File: src/rtl/arb_pkg.sv
package arb_pkg;
  typedef enum logic [1:0] {
    OWN_HOST   = 2'd0,
    OWN_ENGINE = 2'd1,
    OWN_YIELD  = 2'd2
  } owner_e;

  // effective run bit of a host write: a zero-length transfer never starts
  function automatic logic run_accept(input logic wr_busy, input logic no_lines);
    return wr_busy & ~no_lines;
  endfunction

  function automatic logic host_visible_halt(input owner_e o);
    return o != OWN_HOST;
  endfunction
endpackage

File: src/rtl/arb_ctrl_reg.sv
module arb_ctrl_reg (
  input  logic clk,
  input  logic rst_n,
  input  logic cfg_wr,
  input  logic cfg_busy,
  input  logic cfg_excl,
  input  logic lines_zero,
  input  logic xfer_done,
  output logic busy,
  output logic excl,
  output logic start_evt
);
  import arb_pkg::*;

  logic accepted;
  assign accepted  = run_accept(cfg_busy, lines_zero);
  assign start_evt = cfg_wr & accepted;

  always_ff @(posedge clk) begin
    if (!rst_n) begin
      busy <= 1'b0;
      excl <= 1'b0;
    end else begin
      if (cfg_wr) begin
        busy <= accepted;
        excl <= cfg_excl;
      end else if (xfer_done) begin
        busy <= 1'b0;
      end
    end
  end

  AST_ZERO_LINES_BLOCKED: assert property (@(posedge clk) disable iff (!rst_n)
    cfg_wr && cfg_busy && lines_zero |=> !busy);
  AST_DONE_CLEARS: assert property (@(posedge clk) disable iff (!rst_n)
    xfer_done && !cfg_wr |=> !busy);
  AST_WRITE_WINS: assert property (@(posedge clk) disable iff (!rst_n)
    xfer_done && start_evt |=> busy);
endmodule

File: src/rtl/arb_slice_timer.sv
module arb_slice_timer #(
  parameter int SLICE_CYCLES = 64,
  localparam int CNT_W = (SLICE_CYCLES > 1) ? $clog2(SLICE_CYCLES) : 1
) (
  input  logic             clk,
  input  logic             rst_n,
  input  logic             clr,
  input  logic             adv,
  output logic [CNT_W-1:0] cnt,
  output logic             last
);
  function automatic logic at_limit(input logic [CNT_W-1:0] v);
    return v == CNT_W'(SLICE_CYCLES - 1);
  endfunction

  assign last = at_limit(cnt);

  always_ff @(posedge clk) begin
    if (!rst_n)         cnt <= '0;
    else if (clr)       cnt <= '0;
    else if (adv)       cnt <= cnt + 1'b1;
  end

  AST_CNT_BOUND: assert property (@(posedge clk) disable iff (!rst_n)
    cnt <= CNT_W'(SLICE_CYCLES - 1));
  AST_CNT_HOLD: assert property (@(posedge clk) disable iff (!rst_n)
    !clr && !adv |=> $stable(cnt));
endmodule

File: src/rtl/arb_owner_fsm.sv
module arb_owner_fsm (
  input  logic            clk,
  input  logic            rst_n,
  input  logic            busy,
  input  logic            excl,
  input  logic            start_evt,
  input  logic            dma_req,
  input  logic            cyc_end,
  input  logic            slice_last,
  output arb_pkg::owner_e owner,
  output logic            handoff,
  output logic            slice_adv
);
  import arb_pkg::*;

  owner_e nxt;
  logic   kick;

  function automatic owner_e next_owner(
    input owner_e cur, input logic b, input logic ex, input logic k,
    input logic dreq, input logic edge_now, input logic lst);
    owner_e r;
    r = cur;
    if (edge_now) begin
      case (cur)
        OWN_HOST:   if (b && !dreq && (k || ex || lst)) r = OWN_ENGINE;
        OWN_ENGINE: if (!b)                  r = OWN_HOST;
                    else if (dreq)           r = OWN_YIELD;
                    else if (!ex && lst)     r = OWN_HOST;
        OWN_YIELD:  if (!dreq)               r = b ? OWN_ENGINE : OWN_HOST;
        default:                             r = OWN_HOST;
      endcase
    end
    return r;
  endfunction

  assign nxt       = next_owner(owner, busy, excl, kick, dma_req, cyc_end, slice_last);
  assign handoff   = nxt != owner;
  assign slice_adv = cyc_end && !handoff && !slice_last &&
                     (((owner == OWN_ENGINE) && !excl) || ((owner == OWN_HOST) && busy));

  always_ff @(posedge clk) begin
    if (!rst_n) begin
      owner <= OWN_HOST;
      kick  <= 1'b0;
    end else begin
      owner <= nxt;
      if (start_evt)     kick <= 1'b1;
      else if (handoff)  kick <= 1'b0;
      else if (!busy)    kick <= 1'b0;
    end
  end

  AST_OWNER_ON_BOUNDARY: assert property (@(posedge clk) disable iff (!rst_n)
    !cyc_end |=> $stable(owner));
  AST_DMA_YIELD: assert property (@(posedge clk) disable iff (!rst_n)
    owner == OWN_ENGINE && dma_req && cyc_end |=> owner != OWN_ENGINE);
  AST_EXCL_HOLD: assert property (@(posedge clk) disable iff (!rst_n)
    owner == OWN_ENGINE && excl && busy && !dma_req && cyc_end |=> owner == OWN_ENGINE);
  AST_IDLE_RELEASE: assert property (@(posedge clk) disable iff (!rst_n)
    owner == OWN_ENGINE && !busy && cyc_end |=> owner == OWN_HOST);
  AST_KICK_RESTART: assert property (@(posedge clk) disable iff (!rst_n)
    owner == OWN_HOST && kick && busy && !dma_req && cyc_end |=> owner == OWN_ENGINE);
endmodule

File: src/rtl/bus_share_arb.sv
module bus_share_arb #(
  parameter int SLICE_CYCLES = 64,
  localparam int CNT_W = (SLICE_CYCLES > 1) ? $clog2(SLICE_CYCLES) : 1
) (
  input  logic             clk,
  input  logic             rst_n,
  input  logic             cfg_wr,
  input  logic             cfg_busy,
  input  logic             cfg_excl,
  input  logic             lines_zero,
  input  logic             xfer_done,
  input  logic             dma_req,
  input  logic             cyc_end,
  output logic             busy_o,
  output logic             excl_o,
  output logic             irq_o,
  output logic             eng_grant_o,
  output logic             host_halt_o,
  output logic [CNT_W-1:0] slice_cnt_o
);
  import arb_pkg::*;

  logic   busy_q, excl_q, start_evt;
  logic   handoff, slice_adv, slice_last;
  owner_e owner;

  arb_ctrl_reg u_ctrl (
    .clk(clk), .rst_n(rst_n), .cfg_wr(cfg_wr), .cfg_busy(cfg_busy),
    .cfg_excl(cfg_excl), .lines_zero(lines_zero), .xfer_done(xfer_done),
    .busy(busy_q), .excl(excl_q), .start_evt(start_evt)
  );

  arb_slice_timer #(.SLICE_CYCLES(SLICE_CYCLES)) u_timer (
    .clk(clk), .rst_n(rst_n), .clr(handoff), .adv(slice_adv),
    .cnt(slice_cnt_o), .last(slice_last)
  );

  arb_owner_fsm u_fsm (
    .clk(clk), .rst_n(rst_n), .busy(busy_q), .excl(excl_q),
    .start_evt(start_evt), .dma_req(dma_req), .cyc_end(cyc_end),
    .slice_last(slice_last), .owner(owner), .handoff(handoff),
    .slice_adv(slice_adv)
  );

  assign busy_o      = busy_q;
  assign excl_o      = excl_q;
  assign irq_o       = busy_q;
  assign eng_grant_o = owner == OWN_ENGINE;
  assign host_halt_o = host_visible_halt(owner);

  AST_FRESH_SLICE: assert property (@(posedge clk) disable iff (!rst_n)
    !$stable(owner) |-> slice_cnt_o == '0);
  AST_GRANT_HALTS_HOST: assert property (@(posedge clk) disable iff (!rst_n)
    eng_grant_o |-> host_halt_o);
  AST_NO_GRANT_IDLE: assert property (@(posedge clk) disable iff (!rst_n)
    !busy_o && !eng_grant_o |=> !eng_grant_o);
endmodule

File: config.mk
export PLATFORM = sky130hd
export DESIGN_NAME = bus_share_arb
export DESIGN_NICKNAME = d
export VERILOG_FILES = /design/src/rtl/arb_pkg.sv /design/src/rtl/arb_ctrl_reg.sv /design/src/rtl/arb_slice_timer.sv /design/src/rtl/arb_owner_fsm.sv /design/src/rtl/bus_share_arb.sv
export SDC_FILE = /design/constraint.sdc
export NUM_CORES = 1
export LEC_CHECK = 0
export BUFFER_PORTS_ARGS = -buffer_cell sky130_fd_sc_hd__buf_2
export CORE_UTILIZATION = 43
export CTS_CLUSTER_DIAMETER = 40
export DETAILED_ROUTE_END_ITERATION = 10
export GPL_ROUTABILITY_DRIVEN = 0
export PLACE_DENSITY = 0.77
export SLEW_MARGIN = 15
export SYNTH_ARGS = -nofsm -noshare
export SYNTH_HDL_FRONTEND = slang
export SYNTH_HIERARCHICAL = 1
export SYNTH_SLANG_ARGS = --single-unit
File: constraint.sdc
create_clock -name clk -period 2.5 [get_ports clk]
set_clock_uncertainty 0.05 [all_clocks]
set_input_delay 0.75 -clock clk [delete_from_list [all_inputs] [get_ports clk]]
set_output_delay 0.75 -clock clk [all_outputs]
set_load 0.01 [all_outputs]
# == After elaboration in Yosys (flattened, before gate mapping) ==
# Index checks and enable logic that the tools add are counted.
# totals
output_inout_bits,11
mem_count,0
mem_bits_ro,0
latchBits,0
mem_bits_rw,0
ff_bits,11
input_bits,9
wordCells,47
# classes
div,0
reduce_logical,19
bitwise,4
n_mux,13
add_sub_neg,1
shifts,0
magnitude_cmp,0
eq_ne,5
n_mul,0
# ops
cell,count
$mux 2,6
$logic_and 1x1->1,8
$add 6x1->6 const B,1
$eq 6x6->1 const B,1
$mux 1,6
$pmux 2 s3,1
$logic_not 1->1,4
$reduce_bool 2->1,2
$logic_or 1x1->1,3
$ne 3x2->1 const B,1
$and 1x1->1,2
$eq 2x1->1 const B,1
$eq 2x2->1 const B,1
$logic_not 2->1,1
$ne 2x2->1,1
$not 1->1,2
$reduce_or 2->1,1

# == Longest topological paths before layout ==
# depth
word_depth,12
ltp_mapped,10
depth_no_buf,10

# == By module ==
# Netlist, hierarchy kept.
# modules_own_cells
mod,seq_area_each_um2,area_each_um2,n_inst,cells_per_inst
arb_owner_fsm,60.1,266.5,1,34
arb_slice_timer,120.1,257.7,1,28
arb_ctrl_reg,40.0,83.8,1,7
bus_share_arb,0.0,20.0,1,3

# == Least setup slack after synthesis ==
# No wires, ideal clock.
# synth_timing
path_type,reg2reg
start,register u_timer.cnt[0]
end,register u_timer.cnt[5]
setup_time_ns,0.070
t_arrival_ns,2.310
synth_period_minus_slack_ns,2.430
path_stages_with_launch,11
slack_ns,0.070
t_required_ns,2.380
n_path_buf,0
cell_sequence,dfxtp_1 > ha_1 > nand3_1 > nor2_1 > or4_4 > o21ai_4 > o32ai_2 > nor2_2 > nand4_2 > or3_1 > a21oi_1
# synth_between
elab_chain_cells,12
word_cells_on_any_way,18
classes_between,1 x add/sub; 2 x eq/ne; 6 x mux; 9 x reduce/logical
# synth_lines
item,line_no,source
"start, declared",arb_slice_timer.sv:9,"output logic [CNT_W-1:0] cnt,"
"start signal, assigned",arb_slice_timer.sv:21,else if (adv) cnt <= cnt + 1'b1;
$eq 6x6->1 (*),arb_slice_timer.sv:13,return v == CNT_W'(SLICE_CYCLES - 1);
via slice_last,bus_share_arb.sv:24,"logic handoff, slice_adv, slice_last;"
$logic_and 1x1->1,arb_owner_fsm.sv:29,else if (!ex && lst) r = OWN_HOST;
$mux 2,arb_owner_fsm.sv:29,
$mux 2,arb_owner_fsm.sv:28,else if (dreq) r = OWN_YIELD;
$mux 2,arb_owner_fsm.sv:27,OWN_ENGINE: if (!b) r = OWN_HOST;
$pmux 2 s3 (*),arb_owner_fsm.sv:25,case (cur)
$mux 2 (*),arb_owner_fsm.sv:24,if (edge_now) begin
$ne 2x2->1 (*),arb_owner_fsm.sv:38,assign handoff = nxt != owner;
via handoff,bus_share_arb.sv:24,
$logic_not 1->1 (*),arb_owner_fsm.sv:39,assign slice_adv = cyc_end && !handoff && !slice_last &&
$logic_and 1x1->1 (*) (3 in series),arb_owner_fsm.sv:39,
via slice_adv,bus_share_arb.sv:24,
# The timed path passes the listed nets; every way through them passes the cells marked *.
# A chain may end at the register's enable or synchronous reset.

# == Worst setup path in the final report ==
# Same ends and word-level chain as after synthesis.

==> out/metrics.cfg <==
[sta]
rsz0062_at_grt=no
drv_slew=0
setup_viol=0
finalSetupTns_ns=0
post-route-min-period_ns=2.38
fmax_mhz=419
period_share=0.954
worst_pin_slew_ns=0.280
fin_ws_ns=0.115
finalHoldViolations=0
slew-limit-headroom=0.812

[cts]
h-tree-depth=1
clock_latency_ns=0.27
cts_buffer_depth=2
cts.clk_slew.worst_paths_ns=0.08
cts_tree=yes
cts_root_buf=clkbuf_4
cts_setup_buffers=0
cts_buffers=3
cts_hold_buf=0
cts.sinks=11

[synth]
ys_top_cells_by_count=dfxtp_1 (11), nor2_1 (9), nand2_1 (5), nor2b_1 (5)
ys_ff_latch=11
synthCells=72
ys_async_sr_fraction=0
yosysTopAreaCell=dfxtp_1
synth_fp_nets=82
synth.cell_area_um2=628
yosysTopAreaCellShare=0.351
synth.most_common_cell=dfxtp_1
synth_ff_type=dfxtp_1
synth.distinct_cells=33
yosysWarnings=6
synth_seq_area_share=0.351
synth_edf_count=0
synth.area.top_cells=dfxtp_1 (35%), nor2_1 (5.4%), nor2b_1 (5.0%)
avgSynthCellArea_um2=8.72

[pwr]
p_per_area_nw_per_um2=431
p_leak_nw=0.338
ir_worst_vdd_mv=0.290

[drt]
vias=604
wirelength_met1_um=652
routed_wl_um=1310
drc=0
ant_nets=0
avgRoutedWirePerCell_um=11.8
met3_length_um=49
drtPass1Iterations=4
viasPerCell=5.44
highest_layer=met4
met2_length_um=593
first_iter_violations=11

[floorplanning]
die_y_um=40.2
start_util=0.471
coreArea_um2=1330
num_rows=13
io_pins=20
die_x_um=40.2
die-area_um2=1620

[critical_path]
worstRegToRegCells=10
required_ns=2.65
startpoint_type=flop
cp_max_fo=4
critPathArrivalTime_ns=2.54
endpoint_kind=flop
crit_type=flop to flop

[status]
status=completed

[cells_and_area]
utilization=0.589
fin_nets=107
syn_to_final_growth_pct=25.1
antenna-diode-count=0
drive_above_1_share=0.375

[global_routing]
gr-usage-all-layers=0.183
grt_overflow=0
antenna_found_initial=0
grt_max_degree=13
grt_pass1_vias=478
grt_pass1_wl_um=1930

[placement]
numPortBuffers=19
place_ws_ns=0.104
place_hpwl_um=948

[flow_run]
drv_cap=0

[hold_path]
worstHoldPathType=flop to flop
hold_depth=2

## area by class of cell
| type | count | area (µm²) |
|---|---|---|
| Timing Repair Buffer | 22 | 118 |
| Clock buffer | 4 | 26.3 |
| Tap cell | 15 | 18.8 |
| Inverter | 1 | 3.75 |
| Sequential cell | 11 | 221 |
| Fill cell | 130 | 548 |
| Multi-Input combinational cell | 58 | 398 |
## registers in the layout, indices dropped and copies added (netlist names)
signal and count:
u_fsm/kick 1, u_fsm/owner 2, u_timer/cnt 6, u_ctrl/busy 1
u_ctrl/excl 1
## power breakdown
part | total (mW) | internal [mW] | switching [mW]
registers | 0.181 | 0.178 | 0.00324
logic | 0.0317 | 0.0151 | 0.0166
clock network | 0.126 | 0.0618 | 0.0645
## worst max-delay path, cell delays in order (launching register included)
cell and delay [ns]:
dfxtp_2 0.35, ha_2 0.20, nand3_1 0.09, nor2_2 0.05, or4_4 0.49, o21ai_4 0.16
o32ai_2 0.13, nor2_2 0.15, nand4_2 0.14, or3_1 0.37, a21oi_1 0.14
## layer usage
layer / vias up / GRT usage
met5: - / 0
met4: 0 / 0.100
met3: 2 / 0.0500
met2: 15 / 0.290
met1: 281 / 0.223
li1: 306 / -
## cell usage in the layout, fill, tap and decap left out, types with 2 or more instances in the layout
master    count
o21a_1        2
xor2_1        3
clkbuf_4      3
nor2b_1       5
mux2i_1       2
nor2_1        8
dfxtp_1      10
buf_4         3
o21ai_0       4
nor2_2        2
buf_2        19
nand3_1       3
nand2_1       5
a21oi_1       4
nand4_1       2
## repair_timing
item | 4_1_cts | 5_1_grt
gates resized for setup | 0 | 3
endpoints found under the hold margin | 0 | 0
setup endpoints to repair | 0 | 3
## logic make-up (layout without fill, tap and decap cells)
| family | count (synthesis) | count (layout) | share of synthesized area |
|---|---|---|---|
| flops | 11 | 11 | 0.351 |
| simple gates | 37 | 37 | 0.353 |
| compound gates | 13 | 13 | 0.147 |
| mux | 3 | 3 | 0.0498 |
| buf+inv | 3 | 27 | 0.0239 |
| fa+ha+maj | 1 | 1 | 0.0199 |
| xor+xnor | 4 | 4 | 0.0558 |
## metrics by stage
stage	hold WS, ns	power [mW]	cell area, µm²	instances
detailed placement	0.446	0.216	753	107
floorplan	0.430	0.201	628	72
CTS	0.457	0.342	779	111
finish	0.457	0.339	786	111
global placement	0.443	0.215	753	107
global route	0.483	0.353	786	111
## path summary, 6_finish.rpt
kind	start	endpoint	slack, ns
setup / recovery	u_timer/cnt[0]	u_timer/cnt[5]	0.12
hold / removal	u_fsm/kick	u_fsm/kick	0.46
setup reg to reg	u_timer/cnt[0]	u_timer/cnt[5]	0.12
hold reg to reg	u_fsm/kick	u_fsm/kick	0.46
Note: power is estimated with default switching activity, not from simulation.
